File: config.mk
export PLATFORM = sky130hd
export DESIGN_NAME = pt_walker
export DESIGN_NICKNAME = d
export VERILOG_FILES = /design/src/rtl/pt_walk_pkg.sv /design/src/rtl/pt_walk_decode.sv /design/src/rtl/pt_walk_bypass.sv /design/src/rtl/pt_walk_ctrl.sv /design/src/rtl/pt_walker.sv
export SDC_FILE = /design/constraint.sdc
export NUM_CORES = 1
export LEC_CHECK = 0
export BUFFER_PORTS_ARGS = -buffer_cell sky130_fd_sc_hd__buf_2
export CORE_ASPECT_RATIO = 0.6
export CORE_UTILIZATION = 30
export CTS_CLUSTER_SIZE = 8
export DETAILED_ROUTE_END_ITERATION = 6
export PLACE_DENSITY = 0.49
export SETUP_SLACK_MARGIN = 0.1
export SYNTH_ARGS = -nofsm -noshare
export SYNTH_HDL_FRONTEND = slang
export SYNTH_HIERARCHICAL = 1
export SYNTH_SLANG_ARGS = --single-unit
File: constraint.sdc
create_clock -name clk -period 6.92 [get_ports clk]
set_input_delay 1.73 -clock clk [delete_from_list [all_inputs] [get_ports clk]]
set_output_delay 1.73 -clock clk [all_outputs]
set_load 0.1 [all_outputs]
File: src/rtl/pt_walk_pkg.sv
package pt_walk_pkg;
  localparam int VA_W   = 32;
  localparam int ENT_W  = 32;
  localparam int PTR_W  = 32;
  localparam int PA_W   = PTR_W + 4;
  localparam int LVL_W  = 2;
  localparam int CODE_W = 10;
  localparam int REF_BIT = 5;
  localparam int MOD_BIT = 6;

  localparam logic [2:0] FT_INVALID = 3'd1;
  localparam logic [2:0] FT_TRANS   = 3'd4;

  typedef enum logic [1:0] {
    ET_INVALID = 2'd0,
    ET_DIR     = 2'd1,
    ET_LEAF    = 2'd2,
    ET_RSVD    = 2'd3
  } ent_type_e;

  typedef enum logic [1:0] {
    SZ_4K   = 2'd0,
    SZ_256K = 2'd1,
    SZ_16M  = 2'd2
  } pg_size_e;

  typedef enum logic [1:0] {
    DEC_DESCEND = 2'd0,
    DEC_LEAF    = 2'd1,
    DEC_FAULT   = 2'd2
  } dec_kind_e;

  typedef enum logic [1:0] {
    ST_IDLE  = 2'd0,
    ST_READ  = 2'd1,
    ST_WBACK = 2'd2
  } walk_st_e;
endpackage

File: src/rtl/pt_walk_decode.sv
module pt_walk_decode
  import pt_walk_pkg::*;
(
  input  logic [LVL_W-1:0] lvl_i,
  input  logic [ENT_W-1:0] entry_i,
  input  logic [VA_W-1:0]  va_i,
  input  logic             wr_i,
  output dec_kind_e        kind_o,
  output logic [2:0]       ftype_o,
  output logic [PA_W-1:0]  next_addr_o,
  output logic [PA_W-1:0]  leaf_pa_o,
  output pg_size_e         leaf_size_o,
  output logic             wb_need_o,
  output logic [ENT_W-1:0] wb_data_o
);
  localparam int NUM_LVL = 1 << LVL_W;

  logic [PA_W-1:0]  idx [NUM_LVL];
  logic [LVL_W-1:0] nxt_lvl;
  logic [PA_W-1:0]  dir_base;
  logic [PA_W-1:0]  frame;
  logic [PA_W-1:0]  offset;
  ent_type_e        etype;

  // Per-level table index, one slice of the VA per directory level
  for (genvar l = 0; l < NUM_LVL; l++) begin : g_idx
    if (l == 0) begin : g_none
      assign idx[l] = '0;
    end else begin : g_slice
      localparam int HI = (l == 1) ? 31 : (l == 2) ? 23 : 17;
      localparam int LO = (l == 1) ? 24 : (l == 2) ? 18 : 12;
      assign idx[l] = PA_W'({va_i[HI:LO], 2'b00});
    end
  end

  assign nxt_lvl     = lvl_i + 1'b1;
  assign dir_base    = {entry_i[ENT_W-1:2], 6'b000000};
  assign next_addr_o = dir_base + idx[nxt_lvl];

  assign frame = {entry_i[ENT_W-1:8], 12'h000};
  always_comb begin
    case (lvl_i)
      2'd1:    begin offset = PA_W'(va_i[23:0]); leaf_size_o = SZ_16M;  end
      2'd2:    begin offset = PA_W'(va_i[17:0]); leaf_size_o = SZ_256K; end
      default: begin offset = PA_W'(va_i[11:0]); leaf_size_o = SZ_4K;   end
    endcase
  end
  assign leaf_pa_o = frame + offset;

  assign etype = ent_type_e'(entry_i[1:0]);
  always_comb begin
    kind_o  = DEC_FAULT;
    ftype_o = FT_TRANS;
    case (etype)
      ET_INVALID: ftype_o = FT_INVALID;
      ET_DIR:     if (lvl_i != 2'd3) kind_o = DEC_DESCEND;
      ET_LEAF:    if (lvl_i != 2'd0) kind_o = DEC_LEAF;
      default:    ftype_o = FT_TRANS;
    endcase
  end

  assign wb_need_o = !entry_i[REF_BIT] || (wr_i && !entry_i[MOD_BIT]);
  always_comb begin
    wb_data_o = entry_i;
    wb_data_o[REF_BIT] = 1'b1;
    if (wr_i) wb_data_o[MOD_BIT] = 1'b1;
  end
endmodule

File: src/rtl/pt_walk_bypass.sv
module pt_walk_bypass
  import pt_walk_pkg::*;
#(
  parameter int BOOT_WIN_W = 19
) (
  input  logic [VA_W-1:0] va_i,
  input  logic            fetch_i,
  input  logic            boot_i,
  input  logic [PA_W-1:0] prom_base_i,
  output logic [PA_W-1:0] pa_o
);
  logic [PA_W-1:0] boot_pa;
  assign boot_pa = prom_base_i | PA_W'(va_i[BOOT_WIN_W-1:0]);
  assign pa_o    = (fetch_i && boot_i) ? boot_pa : PA_W'(va_i);
endmodule

File: src/rtl/pt_walk_ctrl.sv
module pt_walk_ctrl
  import pt_walk_pkg::*;
(
  input  logic              clk,
  input  logic              rst_n,
  input  logic              start_i,
  input  logic              bypass_i,
  input  logic              write_i,
  input  logic [VA_W-1:0]   va_i,
  input  logic [PA_W-1:0]   first_addr_i,
  input  logic [PA_W-1:0]   bypass_pa_i,
  input  dec_kind_e         kind_i,
  input  logic [2:0]        ftype_i,
  input  logic [PA_W-1:0]   next_addr_i,
  input  logic [PA_W-1:0]   leaf_pa_i,
  input  pg_size_e          leaf_size_i,
  input  logic              wb_need_i,
  input  logic [ENT_W-1:0]  wb_data_i,
  input  logic              mem_ack_i,
  input  logic              mem_err_i,
  output logic [LVL_W-1:0]  lvl_o,
  output logic [VA_W-1:0]   va_o,
  output logic              wr_o,
  output logic              busy_o,
  output logic              done_o,
  output logic              fault_o,
  output logic [CODE_W-1:0] fault_code_o,
  output logic [PA_W-1:0]   pa_o,
  output logic [1:0]        page_size_o,
  output logic              mem_req_o,
  output logic              mem_we_o,
  output logic [PA_W-1:0]   mem_addr_o,
  output logic [ENT_W-1:0]  mem_wdata_o
);
  walk_st_e          st_q, st_n;
  logic [LVL_W-1:0]  lvl_q, lvl_n;
  logic [VA_W-1:0]   va_q, va_n;
  logic              wr_q, wr_n;
  logic              req_q, req_n, we_q, we_n, done_q, done_n;
  logic [PA_W-1:0]   addr_q, addr_n;
  logic [ENT_W-1:0]  wdata_q, wdata_n;
  logic              fault_q, fault_n;
  logic [CODE_W-1:0] code_q, code_n;
  logic [PA_W-1:0]   pa_q, pa_n;
  pg_size_e          size_q, size_n;
  logic              ctx_en, res_en, map_en;

  function automatic logic [CODE_W-1:0] mk_code(logic [LVL_W-1:0] l, logic [2:0] t);
    return {l, 3'b000, t, 2'b00};
  endfunction

  always_comb begin
    st_n = st_q; lvl_n = lvl_q; va_n = va_q; wr_n = wr_q;
    req_n = req_q; we_n = we_q; addr_n = addr_q; wdata_n = wdata_q;
    done_n = 1'b0;
    fault_n = fault_q; code_n = code_q; pa_n = pa_q; size_n = size_q;
    ctx_en = 1'b0; res_en = 1'b0; map_en = 1'b0;
    case (st_q)
      ST_IDLE: begin
        if (start_i) begin
          if (bypass_i) begin
            done_n = 1'b1; res_en = 1'b1; map_en = 1'b1;
            fault_n = 1'b0; code_n = '0;
            pa_n = bypass_pa_i; size_n = SZ_4K;
          end else begin
            st_n = ST_READ; lvl_n = '0; ctx_en = 1'b1;
            va_n = va_i; wr_n = write_i;
            addr_n = first_addr_i; req_n = 1'b1; we_n = 1'b0;
          end
        end
      end
      ST_READ: begin
        if (mem_err_i) begin
          st_n = ST_IDLE; req_n = 1'b0; done_n = 1'b1; res_en = 1'b1;
          fault_n = 1'b1; code_n = mk_code(lvl_q, FT_TRANS);
        end else if (mem_ack_i) begin
          case (kind_i)
            DEC_DESCEND: begin
              addr_n = next_addr_i;
              lvl_n  = lvl_q + 1'b1;
            end
            DEC_LEAF: begin
              map_en = 1'b1; pa_n = leaf_pa_i; size_n = leaf_size_i;
              if (wb_need_i) begin
                st_n = ST_WBACK; we_n = 1'b1; wdata_n = wb_data_i;
              end else begin
                st_n = ST_IDLE; req_n = 1'b0; done_n = 1'b1; res_en = 1'b1;
                fault_n = 1'b0; code_n = '0;
              end
            end
            default: begin
              st_n = ST_IDLE; req_n = 1'b0; done_n = 1'b1; res_en = 1'b1;
              fault_n = 1'b1; code_n = mk_code(lvl_q, ftype_i);
            end
          endcase
        end
      end
      ST_WBACK: begin
        if (mem_err_i || mem_ack_i) begin
          st_n = ST_IDLE; req_n = 1'b0; we_n = 1'b0;
          done_n = 1'b1; res_en = 1'b1;
          fault_n = mem_err_i;
          code_n  = mem_err_i ? mk_code(lvl_q, FT_TRANS) : '0;
        end
      end
      default: begin
        st_n = ST_IDLE; req_n = 1'b0; we_n = 1'b0;
      end
    endcase
  end

  // Control state
  always_ff @(posedge clk or negedge rst_n) begin
    if (!rst_n) begin
      st_q <= ST_IDLE; lvl_q <= '0; req_q <= 1'b0; we_q <= 1'b0;
      done_q <= 1'b0; addr_q <= '0; wdata_q <= '0;
    end else begin
      st_q <= st_n; lvl_q <= lvl_n; req_q <= req_n; we_q <= we_n;
      done_q <= done_n; addr_q <= addr_n; wdata_q <= wdata_n;
    end
  end

  // Request context, loaded only when a walk is accepted
  always_ff @(posedge clk or negedge rst_n) begin
    if (!rst_n) begin
      va_q <= '0; wr_q <= 1'b0;
    end else if (ctx_en) begin
      va_q <= va_n; wr_q <= wr_n;
    end
  end

  // Result registers
  always_ff @(posedge clk or negedge rst_n) begin
    if (!rst_n) begin
      fault_q <= 1'b0; code_q <= '0;
    end else if (res_en) begin
      fault_q <= fault_n; code_q <= code_n;
    end
  end

  always_ff @(posedge clk or negedge rst_n) begin
    if (!rst_n) begin
      pa_q <= '0; size_q <= SZ_4K;
    end else if (map_en) begin
      pa_q <= pa_n; size_q <= size_n;
    end
  end

  assign lvl_o        = lvl_q;
  assign va_o         = va_q;
  assign wr_o         = wr_q;
  assign busy_o       = (st_q != ST_IDLE);
  assign done_o       = done_q;
  assign fault_o      = fault_q;
  assign fault_code_o = code_q;
  assign pa_o         = pa_q;
  assign page_size_o  = size_q;
  assign mem_req_o    = req_q;
  assign mem_we_o     = we_q;
  assign mem_addr_o   = addr_q;
  assign mem_wdata_o  = wdata_q;

  // a pending transaction holds its request, address and direction
  p_hold_req_r9: assert property (@(posedge clk) disable iff (!rst_n)
    mem_req_o && !mem_ack_i && !mem_err_i |=> mem_req_o && $stable(mem_addr_o) && $stable(mem_we_o));

  // memory traffic only while a walk is active
  p_req_busy_r9: assert property (@(posedge clk) disable iff (!rst_n)
    mem_req_o |-> busy_o);

  // the completion pulse arrives with the walker idle
  p_done_idle_r9: assert property (@(posedge clk) disable iff (!rst_n)
    done_o |-> !busy_o);

  // a bus error ends the walk at once with a fault
  p_err_stops_r4: assert property (@(posedge clk) disable iff (!rst_n)
    mem_req_o && mem_err_i |=> done_o && fault_o && !mem_req_o);

  // fault codes carry only a level and a legal type
  p_fault_fmt_r3: assert property (@(posedge clk) disable iff (!rst_n)
    done_o && fault_o |-> fault_code_o[7:5] == 3'b000 && fault_code_o[1:0] == 2'b00 &&
      (fault_code_o[4:2] == FT_INVALID || fault_code_o[4:2] == FT_TRANS));

  // a leaf needing an update is rewritten at the address it came from
  p_wb_same_addr_r7: assert property (@(posedge clk) disable iff (!rst_n)
    mem_req_o && !mem_we_o && mem_ack_i && !mem_err_i && kind_i == DEC_LEAF && wb_need_i
      |=> mem_req_o && mem_we_o && $stable(mem_addr_o));
endmodule

File: src/rtl/pt_walker.sv
module pt_walker
  import pt_walk_pkg::*;
#(
  parameter int CTX_W      = 8,
  parameter int BOOT_WIN_W = 19
) (
  input  logic              clk,
  input  logic              rst_n,
  input  logic              start_i,
  input  logic [VA_W-1:0]   va_i,
  input  logic              write_i,
  input  logic              fetch_i,
  input  logic              bypass_i,
  input  logic              boot_i,
  input  logic [PTR_W-1:0]  ctx_ptr_i,
  input  logic [CTX_W-1:0]  ctx_num_i,
  input  logic [PA_W-1:0]   prom_base_i,
  output logic              busy_o,
  output logic              done_o,
  output logic              fault_o,
  output logic [CODE_W-1:0] fault_code_o,
  output logic [PA_W-1:0]   pa_o,
  output logic [1:0]        page_size_o,
  output logic              mem_req_o,
  output logic              mem_we_o,
  output logic [PA_W-1:0]   mem_addr_o,
  output logic [ENT_W-1:0]  mem_wdata_o,
  input  logic [ENT_W-1:0]  mem_rdata_i,
  input  logic              mem_ack_i,
  input  logic              mem_err_i
);
  logic [PA_W-1:0]  first_addr, bypass_pa, next_addr, leaf_pa;
  logic [LVL_W-1:0] lvl;
  logic [VA_W-1:0]  va_held;
  logic             wr_held, wb_need;
  logic [ENT_W-1:0] wb_data;
  logic [2:0]       ftype;
  dec_kind_e        kind;
  pg_size_e         leaf_size;

  assign first_addr = PA_W'({ctx_ptr_i, 4'b0000}) + PA_W'({ctx_num_i, 2'b00});

  pt_walk_bypass #(.BOOT_WIN_W(BOOT_WIN_W)) u_bypass (
    .va_i(va_i), .fetch_i(fetch_i), .boot_i(boot_i),
    .prom_base_i(prom_base_i), .pa_o(bypass_pa)
  );

  pt_walk_decode u_decode (
    .lvl_i(lvl), .entry_i(mem_rdata_i), .va_i(va_held), .wr_i(wr_held),
    .kind_o(kind), .ftype_o(ftype), .next_addr_o(next_addr),
    .leaf_pa_o(leaf_pa), .leaf_size_o(leaf_size),
    .wb_need_o(wb_need), .wb_data_o(wb_data)
  );

  pt_walk_ctrl u_ctrl (
    .clk(clk), .rst_n(rst_n), .start_i(start_i), .bypass_i(bypass_i),
    .write_i(write_i), .va_i(va_i), .first_addr_i(first_addr),
    .bypass_pa_i(bypass_pa), .kind_i(kind), .ftype_i(ftype),
    .next_addr_i(next_addr), .leaf_pa_i(leaf_pa), .leaf_size_i(leaf_size),
    .wb_need_i(wb_need), .wb_data_i(wb_data),
    .mem_ack_i(mem_ack_i), .mem_err_i(mem_err_i),
    .lvl_o(lvl), .va_o(va_held), .wr_o(wr_held),
    .busy_o(busy_o), .done_o(done_o), .fault_o(fault_o),
    .fault_code_o(fault_code_o), .pa_o(pa_o), .page_size_o(page_size_o),
    .mem_req_o(mem_req_o), .mem_we_o(mem_we_o), .mem_addr_o(mem_addr_o),
    .mem_wdata_o(mem_wdata_o)
  );
endmodule

==> results.cfg <==
[placed_design]
dpl.hpwl_mm = 24.4
gp_congestion = 0.818
portBuffers = 264
pre_cts_ws_ns = 2.48

[cells_and_area]
layout_common_cells = buf_2 (263), dfrtp_1 (152), a21oi_1 (100)
syn2layout_area_growth_pct = 19.7
multiInputGateArea_sq_um = 5570
seq_area_sq_um = 3800
mostFrequentLayoutCell = buf_2
layout.nets = 1399
fill_cells = 3349
drive_gt1_frac = 0.309

[timing]
slew_viol_final = 0
rsz0062_at_grt = false
setup_violations = 0
post-route-period-util = 0.649
fin_tns_setup_ns = 0
min_period_ns = 4.49
timing.final.ws_setup_ns = 2.43
hold_viol_final = 0
relSlewSlack = 0.307
fin_skew_ns = 0.0136
tightest_slew_ns = 1.04
max_freq_mhz = 223

[synth]
ys_warn_count = 6
syn-mean-instance-area_sq_um = 9.93
synthTopCellsByArea = dfrtp_1 (38%), mux2i_1 (8.6%), a21oi_1 (5.0%), xnor2_1 (4.9%), ha_1 (4.5%)
yosys.area.top_type = dfrtp_1
synth_top_area_frac = 0.378
synth_area_sq_um = 10100
synth-async-reset-ratio = 1.00
ys_seq_area_frac = 0.378
synth_edf_count = 0
syn_inst = 1014
synth_cell_types = 67
synth_seq_cells = 152
yosys_most_used_dff = dfrtp_1

[setup_path]
critPathMaxStageDelay_ns = 0.78
r2r_setup_slack_ns = 2.43
critPathCaptureType = flop
crit_type = reg -> reg
crit_fanout = 23
critPathSlowestCell = dfrtp_1
crit_chain = inv_1 -> ha_1 -> o21a_1 -> and2_1 -> ha_1 -> fa_1 -> a21o_1 -> a221o_1 -> a211oi_1 -> a211oi_1 -> xnor2_1 -> mux2i_1 -> a21oi_1
start_kind = flop
crit_required_ns = 7.28
worstPathArrival_ns = 4.86

[die]
fp.dieW_microns = 239
start_util = 0.308
die_y_microns = 144
coreArea_sq_um = 32700
rows = 51
io_pins = 270
die_area_sq_um = 34300

[detailed_routing]
drt_iter0_markers = 463
via_count = 7949
via_per_inst = 4.74
ant_nets = 0
drcViolationCount = 0
wl_per_cell_microns = 19.1
routed_wirelength_mm = 32.0
dr.pass1.iters = 5

[global_routing]
grt_max_degree = 56
grt_pass1_wl_mm = 47.5
grt-ovfl-total = 0
grt_pass1_vias = 7657
track_usage = 0.188
antenna_found_initial = 4

[clock_network]
numCtsBuffers = 17
post_cts_buffers = 0
holdBufCountCts = 0
htreeDepth = 4
cts_tree = yes
clock_sinks = 152
path_clk_slew_ns = 0.07
clock_path_buffers = 2
clk_latency_ns = 0.45
cts_resized = 0
cts-root-buf = clkbuf_16

[run_status]
status = finished clean

[min_path]
hold_path.class = reg -> reg

[flow_run]
drv_cap = 0
-- path summary, 6_finish.rpt --
check,cells past startpoint,to,start
worst max-delay path,13,u_ctrl/pa_o[34]$_DFFE_PN0P_,u_ctrl/lvl_o[0]$_DFFE_PN0P_
worst min-delay path,1,u_ctrl/mem_wdata_o[19]$_DFFE_PN0P_,u_ctrl/mem_wdata_o[19]$_DFFE_PN0P_
worst max register to register,13,u_ctrl/pa_o[34]$_DFFE_PN0P_,u_ctrl/lvl_o[0]$_DFFE_PN0P_
worst min register to register,1,u_ctrl/mem_wdata_o[19]$_DFFE_PN0P_,u_ctrl/mem_wdata_o[19]$_DFFE_PN0P_
max in group asynchronous,2,u_ctrl/pa_o[17]$_DFFE_PN0P_,rst_n
min in group asynchronous,1,u_ctrl/mem_wdata_o[1]$_DFFE_PN0P_,rst_n
-- layer usage --
layer,vias up,wire length [microns],GRT usage
met1,3809,16600,0.279
met5,-,27,0
met2,193,13500,0.270
met4,4,483,0.0553
met3,26,1430,0.0423
li1,3917,-,-
-- flip-flops by register name, summed over array words and instances, names as in the netlist --
name	count
u_ctrl/fault_code_o	5
u_ctrl/fault_o	1
u_ctrl/st_q	2
u_ctrl/mem_req_o	1
u_ctrl/page_size_o	2
u_ctrl/pa_o	36
u_ctrl/va_o	32
u_ctrl/mem_wdata_o	32
u_ctrl/wr_o	1
u_ctrl/mem_addr_o	36
u_ctrl/done_o	1
u_ctrl/lvl_o	2
u_ctrl/mem_we_o	1
-- through the flow --
| stage | hold slack [ns] | cell area [sq um] | instances | util |
|---|---|---|---|---|
| floorplan | 0.471 | 10100 | 1021 | - |
| global placement | 0.466 | 11400 | 1642 | 0.349 |
| detailed placement | 0.475 | 11400 | 1642 | 0.349 |
| CTS | 0.492 | 12000 | 1674 | 0.368 |
| global route | 0.498 | 12000 | 1676 | 0.368 |
| finish | 0.485 | 12000 | 1676 | 0.368 |
-- worst max-delay path, delay by kind of cell (launching register included) --
kind                     cells  cell delay [ns]
multiplexers                 1             0.09
AND/OR/NAND/NOR              1             0.19
buffers and inverters        1             0.19
XOR/XNOR                     1             0.21
flip-flops                   1             0.78
adder cells (fa/ha/maj)      3             1.24
AO/OA/AOI/OAI                6             1.69
-- synth_stat cells, drive strengths merged, types with 13 or more instances --
| library cell | n |
|---|---|
| nor2 | 94 |
| xnor2 | 56 |
| mux2i | 87 |
| o21ai | 22 |
| buf | 93 |
| nand4 | 25 |
| and2 | 13 |
| and3 | 20 |
| inv | 25 |
| a21o | 26 |
| xor2 | 17 |
| a21oi | 101 |
| nand3 | 43 |
| dfrtp | 152 |
| ha | 36 |
| nand2 | 40 |
| mux2 | 80 |
-- final cells by class --
| class | instances | share of cell area |
|---|---|---|
| antenna | 2 | 0.000415 |
| clock inverter | 13 | 0.0141 |
| timing repair buffer | 272 | 0.115 |
| multi-input combinational | 743 | 0.463 |
| tap | 450 | 0.0467 |
| inverter | 25 | 0.00779 |
| sequential | 152 | 0.316 |
| clock buffer | 19 | 0.0376 |
-- kinds of logic after synthesis --
family | Yosys count | synth area share
compound gates | 179 | 0.107
xor+xnor | 73 | 0.0635
fa+ha+maj | 39 | 0.0507
buf+inv | 126 | 0.0749
flops | 152 | 0.378
mux | 167 | 0.180
other cells | 4 | 0.00149
simple gates | 274 | 0.145
Power is not shown: default switching activity piles up to over one toggle a cycle in this logic, so the estimate is an artifact.
